--- config.mk ---
export PLATFORM = sky130hd
export DESIGN_NAME = serial_adc_link
export DESIGN_NICKNAME = d
export VERILOG_FILES = /design/src/rtl/serial_adc_pkg.sv /design/src/rtl/serial_adc_sync.sv /design/src/rtl/serial_adc_ctrl.sv /design/src/rtl/serial_adc_dp.sv /design/src/rtl/serial_adc_link.sv
export SDC_FILE = /design/constraint.sdc
export NUM_CORES = 1
export LEC_CHECK = 0
export CAP_MARGIN = 25
export CORE_MARGIN = 1.5
export CORE_UTILIZATION = 60
export CTS_CLUSTER_DIAMETER = 40
export DETAILED_ROUTE_END_ITERATION = 8
export PLACE_DENSITY = 0.84
export SYNTH_ARGS = -nofsm -noshare
export SYNTH_HDL_FRONTEND = slang
export SYNTH_HIERARCHICAL = 1
export SYNTH_SLANG_ARGS = --single-unit
--- constraint.sdc ---
create_clock -name clk -period 2.81 [get_ports clk]
set_input_delay 0.4215 -clock clk [delete_from_list [all_inputs] [get_ports clk]]
set_output_delay 0.4215 -clock clk [all_outputs]
set_load 0.005 [all_outputs]
--- src/rtl/serial_adc_pkg.sv ---
package serial_adc_pkg;
  // Strobes from control to datapath, each valid for one system clock
  typedef struct packed {
    logic loadOut;    // chip select fell: load output shifter
    logic shiftOut;   // serial falling edge: next output bit
    logic takeBit;    // serial rising edge inside command window
    logic latchAddr;  // this rising edge completes the address
    logic latchCfg;   // this rising edge completes the configuration
    logic takeResult; // conversion finished: store result
  } strobe_t;
endpackage

--- src/rtl/serial_adc_sync.sv ---
module serial_adc_sync #(
  parameter int WIDTH = 1,
  parameter int STAGES = 2,
  parameter logic [WIDTH-1:0] RST_VAL = '0
) (
  input  logic             clk,
  input  logic             rstN,
  input  logic [WIDTH-1:0] async,
  output logic [WIDTH-1:0] synced
);
  logic [WIDTH-1:0] chain [STAGES];

  always_ff @(posedge clk or negedge rstN) begin
    if (!rstN) chain[0] <= RST_VAL;
    else       chain[0] <= async;
  end

  for (genvar s = 1; s < STAGES; s++) begin : gStage
    always_ff @(posedge clk or negedge rstN) begin
      if (!rstN) chain[s] <= RST_VAL;
      else       chain[s] <= chain[s-1];
    end
  end

  assign synced = chain[STAGES-1];
endmodule

--- src/rtl/serial_adc_ctrl.sv ---
module serial_adc_ctrl
  import serial_adc_pkg::*;
#(
  parameter int RES_W = 12,
  parameter int CMD_W = 8,
  parameter int ADDR_W = 4
) (
  input  logic    clk,
  input  logic    rstN,
  input  logic    csS,
  input  logic    sclkS,
  input  logic    intMode,
  input  logic    convDone,
  output strobe_t strb,
  output logic    frameActive,
  output logic    sampleEn,
  output logic    convStart,
  output logic    statusN
);
  localparam int CW = $clog2(RES_W + 1);

  logic          csPrev, sclkPrev;
  logic          csFall, csRise, sclkRise, sclkFall;
  logic [CW-1:0] riseCnt, fallCnt;
  logic          busy, convInt;

  assign csFall   = csPrev && !csS;
  assign csRise   = !csPrev && csS;
  assign sclkRise = !csS && !sclkPrev && sclkS;
  assign sclkFall = !csS && sclkPrev && !sclkS;

  always_comb begin
    strb            = '0;
    strb.loadOut    = csFall;
    strb.takeBit    = sclkRise && (riseCnt < CW'(CMD_W));
    strb.latchAddr  = strb.takeBit && (riseCnt == CW'(ADDR_W - 1));
    strb.latchCfg   = strb.takeBit && (riseCnt == CW'(CMD_W - 1));
    strb.shiftOut   = sclkFall && (fallCnt < CW'(RES_W - 1));
    strb.takeResult = convDone && busy;
  end

  always_ff @(posedge clk or negedge rstN) begin
    if (!rstN) begin
      csPrev      <= 1'b1;
      sclkPrev    <= 1'b0;
      riseCnt     <= '0;
      fallCnt     <= '0;
      frameActive <= 1'b0;
      sampleEn    <= 1'b0;
      convStart   <= 1'b0;
    end else begin
      csPrev    <= csS;
      sclkPrev  <= sclkS;
      convStart <= 1'b0;
      if (csFall) begin
        riseCnt     <= '0;
        fallCnt     <= '0;
        frameActive <= 1'b1;
        sampleEn    <= 1'b0;
      end else if (csRise) begin
        frameActive <= 1'b0;
        sampleEn    <= 1'b0;
      end else begin
        if (strb.takeBit) riseCnt <= riseCnt + 1'b1;
        if (sclkFall && fallCnt < CW'(RES_W)) begin
          fallCnt <= fallCnt + 1'b1;
          if (fallCnt == CW'(ADDR_W - 1)) sampleEn <= 1'b1;
          if (fallCnt == CW'(RES_W - 1)) begin
            sampleEn  <= 1'b0;
            convStart <= 1'b1;
          end
        end
      end
    end
  end

  // Conversion hand-off and status pin
  always_ff @(posedge clk or negedge rstN) begin
    if (!rstN) begin
      busy    <= 1'b0;
      convInt <= 1'b0;
      statusN <= 1'b1;
    end else begin
      if (convStart) begin
        busy    <= 1'b1;
        convInt <= intMode;
        if (!intMode) statusN <= 1'b0;
      end else if (strb.takeResult) begin
        busy    <= 1'b0;
        statusN <= !convInt;
      end else if (sclkRise && convInt && !busy) begin
        statusN <= 1'b1;
      end
    end
  end

  assert_oe_off_R1: assert property (@(posedge clk) disable iff (!rstN)
    csRise |=> !frameActive);
  assert_count_bound_R2: assert property (@(posedge clk) disable iff (!rstN)
    fallCnt <= CW'(RES_W));
  assert_start_pulse_R7: assert property (@(posedge clk) disable iff (!rstN)
    convStart |=> !convStart);
  assert_window_close_R6: assert property (@(posedge clk) disable iff (!rstN)
    convStart |-> !sampleEn);
  assert_eoc_low_R8: assert property (@(posedge clk) disable iff (!rstN)
    (convStart && !intMode) |=> !statusN);
  assert_abort_R10: assert property (@(posedge clk) disable iff (!rstN)
    csRise |=> (!sampleEn && !convStart));
endmodule

--- src/rtl/serial_adc_dp.sv ---
module serial_adc_dp
  import serial_adc_pkg::*;
#(
  parameter int RES_W = 12,
  parameter int ADDR_W = 4
) (
  input  logic              clk,
  input  logic              rstN,
  input  strobe_t           strb,
  input  logic              dinS,
  input  logic [RES_W-1:0]  convResult,
  output logic              sdo,
  output logic [ADDR_W-1:0] chanSel,
  output logic              intMode
);
  localparam int SH_W = ADDR_W - 1;

  logic [RES_W-1:0]  resultReg, outShift, resultRev;
  logic [SH_W-1:0]   inShift;
  logic [ADDR_W-1:0] nextIn;
  logic              lsbFirst;

  assign nextIn = {inShift, dinS};

  for (genvar i = 0; i < RES_W; i++) begin : gRev
    assign resultRev[i] = resultReg[RES_W-1-i];
  end

  always_ff @(posedge clk or negedge rstN) begin
    if (!rstN) begin
      resultReg <= '0;
      outShift  <= '0;
      inShift   <= '0;
      chanSel   <= '0;
      lsbFirst  <= 1'b0;
      intMode   <= 1'b0;
    end else begin
      if (strb.takeResult) resultReg <= convResult;
      if (strb.loadOut)       outShift <= lsbFirst ? resultRev : resultReg;
      else if (strb.shiftOut) outShift <= {outShift[RES_W-2:0], 1'b0};
      if (strb.takeBit)   inShift <= nextIn[SH_W-1:0];
      if (strb.latchAddr) chanSel <= nextIn;
      if (strb.latchCfg) begin
        lsbFirst <= nextIn[0];
        intMode  <= nextIn[1];
      end
    end
  end

  assign sdo = outShift[RES_W-1];

  assert_addr_hold_R5: assert property (@(posedge clk) disable iff (!rstN)
    !strb.latchAddr |=> $stable(chanSel));
  assert_result_hold_R7: assert property (@(posedge clk) disable iff (!rstN)
    !strb.takeResult |=> $stable(resultReg));
endmodule

--- src/rtl/serial_adc_link.sv ---
module serial_adc_link
  import serial_adc_pkg::*;
#(
  parameter int RES_W = 12,
  parameter int CMD_W = 8,
  parameter int ADDR_W = 4,
  parameter int SYNC_STAGES = 2
) (
  input  logic              clk,
  input  logic              rstN,
  input  logic              csN,
  input  logic              sclk,
  input  logic              sdi,
  output logic              sdo,
  output logic              sdoOe,
  output logic [ADDR_W-1:0] chanSel,
  output logic              sampleEn,
  output logic              convStart,
  input  logic              convDone,
  input  logic [RES_W-1:0]  convResult,
  output logic              statusN
);
  strobe_t strb;
  logic    csS, sclkS, dinS, intMode;

  serial_adc_sync #(.WIDTH(3), .STAGES(SYNC_STAGES), .RST_VAL(3'b100)) syncI (
    .clk(clk), .rstN(rstN), .async({csN, sclk, sdi}), .synced({csS, sclkS, dinS})
  );

  serial_adc_ctrl #(.RES_W(RES_W), .CMD_W(CMD_W), .ADDR_W(ADDR_W)) ctrlI (
    .clk(clk), .rstN(rstN), .csS(csS), .sclkS(sclkS), .intMode(intMode),
    .convDone(convDone), .strb(strb), .frameActive(sdoOe), .sampleEn(sampleEn),
    .convStart(convStart), .statusN(statusN)
  );

  serial_adc_dp #(.RES_W(RES_W), .ADDR_W(ADDR_W)) dpI (
    .clk(clk), .rstN(rstN), .strb(strb), .dinS(dinS), .convResult(convResult),
    .sdo(sdo), .chanSel(chanSel), .intMode(intMode)
  );
endmodule

* Yosys cells after proc, flatten, opt, wreduce, memory -nomap -nowiden
Index checks and enable logic that the tools add are counted.
** Cells by class
- Add/subtract/negate cells :: 2
- Order comparisons :: 3
- Equality and inequality tests :: 6
- Mux-type cells :: 26
- Reductions and logical operators :: 32
** Operator list (count)
- 12-bit 2-to-1 mux :: 3
- 4-bit 2-to-1 mux :: 6
- 1-bit 2-to-1 mux :: 17
- 1-bit logical AND :: 14
- 4-bit less-than comparator, second input constant :: 3
- 2-bit nonzero test :: 5
- 4-bit by 1-bit adder with 4-bit output, second input constant :: 2
- 4-bit by 2-bit == test with 1-bit output, second input constant :: 2
- 2-bit AND reduction :: 4
- 1-bit logical NOT :: 6
- 3-bit nonzero test :: 2
- 4-bit by 3-bit == test with 1-bit output, second input constant :: 1
- 4-bit == test, second input constant :: 1
- 4-bit nonzero test :: 1
- 2-bit by 1-bit inequality test with 1-bit output, second input constant :: 1
- 2-bit inequality test, second input constant :: 1
** Word-level totals
- Register bits :: 55
- Input port bits :: 18
- Output and inout bits :: 9
- Word-level logic and storage cells :: 87

* Depth between registers and ports, before layout
- Depth after elaboration :: 8
- Depth in mapped cells :: 7
- Gate-level depth less buffers :: 5

* Modules after synthesis
Netlist, hierarchy kept.
** By module, submodules not included
- serial_adc_dp :: instances 1, cells each 95, area an instance 1476.4 µm²
- serial_adc_ctrl :: instances 1, cells each 83, area an instance 895.9 µm²
- serial_adc_sync :: instances 1, cells each 9, area an instance 175.2 µm²

* Worst setup path after synthesis
OpenSTA, ideal clock, no wires.
- Path type :: reg-to-reg
- From :: register syncI.chain (netlist bit syncI/synced[2])
- To :: register dpI.chanSel[0]
- Data arrival time :: 1.633 ns
- Data required time :: 2.685 ns
- Path slack :: 1.052 ns
- Stages on the path, launching flop included :: 6
- Path buffers :: 1
- Cell sequence :: dfstp_2 > buf_4 > nor4b_4 > nand2_2 > nor2_1 > mux2_2
** RTL lines
- start: declaration :: line serial_adc_sync.sv:11 : logic [WIDTH-1:0] chain [STAGES];
- start signal: indexed assignment :: line serial_adc_sync.sv:21 : else chain[s] <= chain[s-1];
- end signal: assignment :: line serial_adc_dp.sv:42 : if (strb.latchAddr) chanSel <= nextIn;
- end: declaration :: line serial_adc_dp.sv:13 : output logic [ADDR_W-1:0] chanSel,

* Worst setup path in the final report
- From :: register syncI.chain (netlist bit syncI/synced[2])
- To :: register ctrlI.riseCnt[2]
** Between the ends
- Longest elaborated chain between the ends :: 6
** Ends and longest elaborated chain
- 1-bit logical NOT :: line serial_adc_ctrl.sv:27, serial_adc_ctrl.sv:29
- 1-bit logical AND (2 in series) :: line serial_adc_ctrl.sv:29 : assign sclkRise = !csS && !sclkPrev && sclkS;
- 1-bit logical AND :: line serial_adc_ctrl.sv:35 : strb.takeBit = sclkRise && (riseCnt < CW'(CMD_W));
- 2-bit nonzero test (no line)
- 2-bit AND reduction (no line)
- end signal: assignment :: line serial_adc_ctrl.sv:64 : if (strb.takeBit) riseCnt <= riseCnt + 1'b1;
- end: declaration :: line serial_adc_ctrl.sv:24 : logic [CW-1:0] riseCnt, fallCnt;
Parallel ways exist; a longest one is shown, timed or not.
A chain may end at the register's enable or synchronous reset.

==> impl_metrics.yaml <==
worst_setup_path:
  crit_family: "flip-flops"
  critical_path_class: "flop to flop"
  path_buf_inv: 0
  arrival_ns: 2.11
  slowest_stage: "dfstp_2"
  critical_path.cell_chain: "ha_1 > nor3_1 > and3_2 > a221o_1"
  crit_required_ns: 3.00
  cpPeakStageDelay_ns: 0.65
  startpoint_type: "flop"
  worst-path-max-fanout: 15
  cp-end-kind: "flop"
logic_synthesis:
  synth_warnings: 6
  mappedNetlistArea_mm2: 0.00255
  synth_top_family_by_area: "multiplexers"
  synth_ff_type: "dfrtp_1"
  synth-edff-count: 0
  synth_seq_cells: 55
  synthAdderAreaFrac_pct: 2.46
  synth_cells: 187
  yosys.area_share.simple_pct: 10.6
  avgSynthCellArea_um2: 13.6
  synth_fp_nets: 210
  synth.mux.area_fraction_pct: 23.9
  synth_compound_area_share_pct: 4.22
  synth_cell_type_count: 36
  synth-xor-area-share_pct: 0
  yosysSeqAreaShare_pct: 54.2
  async_flop_share_pct: 100
cts:
  htree_levels: 2
  clkSlewWorstSetupHoldPaths_ns: 0.09
  cts.sink_count: 55
  ctsResizeCount: 0
  cts_buffers: 5
  clock_latency_ns: 0.30
  postCtsSetupBuffers: 0
  cts_max_path_buffers: 2
  cts-root-buf: "clkbuf_8"
  cts_tree: "built"
  cts-hold-fix-buffers: 0
place:
  io_buffer_count: 26
  dp_hpwl_mm: 3.19
  gp_congestion: 0.806
global_routing:
  grtUsageTotal_pct: 21.8
  grt_max_degree: 31
  grt_pass1_wl_mm: 7.32
  overflow: 0
  antenna_found_initial: 0
  grt_pass1_vias: 1581
cells_and_area:
  layout.nets: 236
  final_util_pct: 71.5
  diodes: 0
  area_growth_pct: 13.1
  num-fill-cells: 298
  drive_gt1_share_pct: 20.6
route:
  dr_total_vias: 1535
  met2_length_mm: 2.21
  drc: 0
  top_layer: "met4"
  wl_met1_mm: 1.97
  drtAntennaViolNets: 0
  routed_via_density: 5.81
  first_pass_iters: 4
  drtIter0Drc: 99
  wl_met3_um: 179
  wire_per_inst_um: 16.7
  wl_mm: 4.41
timing:
  max_freq_ghz: 0.519
  max_slew_margin_pct: 55.5
  worst_clock_skew_ns: 0.00315
  fin_setup_tns_ns: 0
  worstMarginPinSlew_ns: 0.667
  setup_viol: 0
  drv_slew: 0
  period_needed_ns: 1.93
  grt_setup_unrepaired: "no"
  fin_crit_sh_pct: 68.5
  hold_viol: 0
power:
  p_leak_nw: 1.29
  power.density_mw_per_mm2: 542
  ir_drop_v: 0.000472
die:
  core_area_mm2: 0.00403
  die_h_um: 68.2
  start_util_pct: 63.2
  die-area_mm2: 0.00465
  die_x_um: 68.2
  pin_count: 27
  num_rows: 23
flow_run:
  maxCapViolCount: 0
status:
  status: "completed"
worst_hold_path:
  hp-class: "input pin to asynchronous set/reset pin"
-- area by class of cell --
cell class	instances	area [um2]	area share, %
sequential	55	1380	47.9
clock inverter	1	5.00	0.174
clock buffer	7	76.3	2.65
timing repair buffer	30	285	9.90
multi-input combinational	115	1050	36.4
inverter	6	22.5	0.782
tap	50	62.6	2.17
-- metrics by stage --
stage               worst slack [ns]  hold slack, ns  total power [mW]  cell area (um2)  std cells
finish                         0.884           0.138              1.56             2880        264
CTS                            0.871           0.154              1.58             2880        264
global route                   0.750           0.178              1.63             2880        264
detailed placement             0.809           0.340              1.17             2800        256
floorplan                       1.05           0.126              1.05             2550        187
global placement               0.855           0.334              1.14             2800        256
-- final timing paths --
path | start | slack, ns | endpoint | depth (start not counted)
max in group asynchronous | rstN | 1.98 | ctrlI/csPrev$_DFF_PN1_ | 2
worst min register to register | syncI/chain[3]$_DFF_PN0_ | 0.36 | syncI/synced[0]$_DFF_PN0_ | 0
worst max register to register | syncI/synced[2]$_DFF_PN1_ | 0.88 | ctrlI/riseCnt[2]$_DFFE_PN0P_ | 4
min in group clk | syncI/chain[3]$_DFF_PN0_ | 0.36 | syncI/synced[0]$_DFF_PN0_ | 0
worst max-delay path | syncI/synced[2]$_DFF_PN1_ | 0.88 | ctrlI/riseCnt[2]$_DFFE_PN0P_ | 4
worst min-delay path | rstN | 0.14 | ctrlI/convStart$_DFF_PN0_ | 1
-- power breakdown --
group	switching [mW]	leakage (nW)	internal, mW
registers	0.0617	0.728	0.859
clock network	0.238	0.0422	0.176
logic	0.0859	0.521	0.141
total	0.385	1.29	1.18
-- cell usage after synthesis, types with 3 or more instances --
master | instances | area share [%]
dfrtp_1 | 51 | 50
mux2_2 | 23 | 10
buf_4 | 6 | 1.8
nor2_1 | 4 | 0.59
nand2_1 | 5 | 0.74
mux2i_1 | 35 | 14
nor2b_1 | 3 | 0.74
nor3_1 | 4 | 0.79
dfstp_2 | 4 | 4.1
ha_1 | 5 | 2.5
nand3_1 | 4 | 0.79
nor3b_1 | 5 | 1.5
inv_1 | 6 | 0.88
-- flip-flops by register name, summed over array words and instances (netlist names) --
register	count
ctrlI/busy	1
ctrlI/convInt	1
ctrlI/convStart	1
ctrlI/csPrev	1
ctrlI/fallCnt	4
ctrlI/frameActive	1
ctrlI/riseCnt	4
ctrlI/sampleEn	1
ctrlI/sclkPrev	1
ctrlI/statusN	1
dpI/chanSel	4
dpI/inShift	3
dpI/intMode	1
dpI/lsbFirst	1
dpI/outShift	12
dpI/resultReg	12
syncI/chain	3
syncI/synced	3
-- kinds of logic (layout without fill, tap and decap cells) --
logic type | after synthesis | in the layout
adders and majority gates | 5 | 5
AOI/OAI and AO/OA | 13 | 13
muxes | 58 | 58
and+or+nand+nor | 39 | 39
buffers and inverters | 17 | 44
DFF | 55 | 55
-- worst register-to-register path, cell delays in order (launching register included) --
cell	delay, ns
dfstp_2	0.65
ha_1	0.57
nor3_1	0.09
and3_2	0.24
a221o_1	0.26
-- cell usage in the layout (no fill, tap or decap), types with 2 or more instances in the layout --
master	Yosys	routed
a211o_1	2	2
a21o_1	2	2
and2_1	2	2
and3_2	2	2
buf_4	6	4
clkbuf_1	2	2
clkbuf_8	0	5
clkdlybuf4s50_1	0	25
dfrtp_1	51	51
dfstp_2	4	4
ha_1	5	5
inv_1	6	6
mux2_2	23	23
mux2i_1	35	35
nand2_1	5	5
nand2b_1	2	2
nand3_1	4	4
nor2_1	4	4
nor2b_1	3	3
nor3_1	4	4
nor3b_1	5	5
o21a_1	2	2
o311ai_0	2	2
-- layer usage --
metal / vias up / GRT usage [%]
met1: 777 / 27.8
met5: - / 0
li1: 721 / -
met2: 33 / 36.4
met4: 0 / 8.00
met3: 4 / 4.93
No activity file was read; power rests on OpenSTA's default activity.
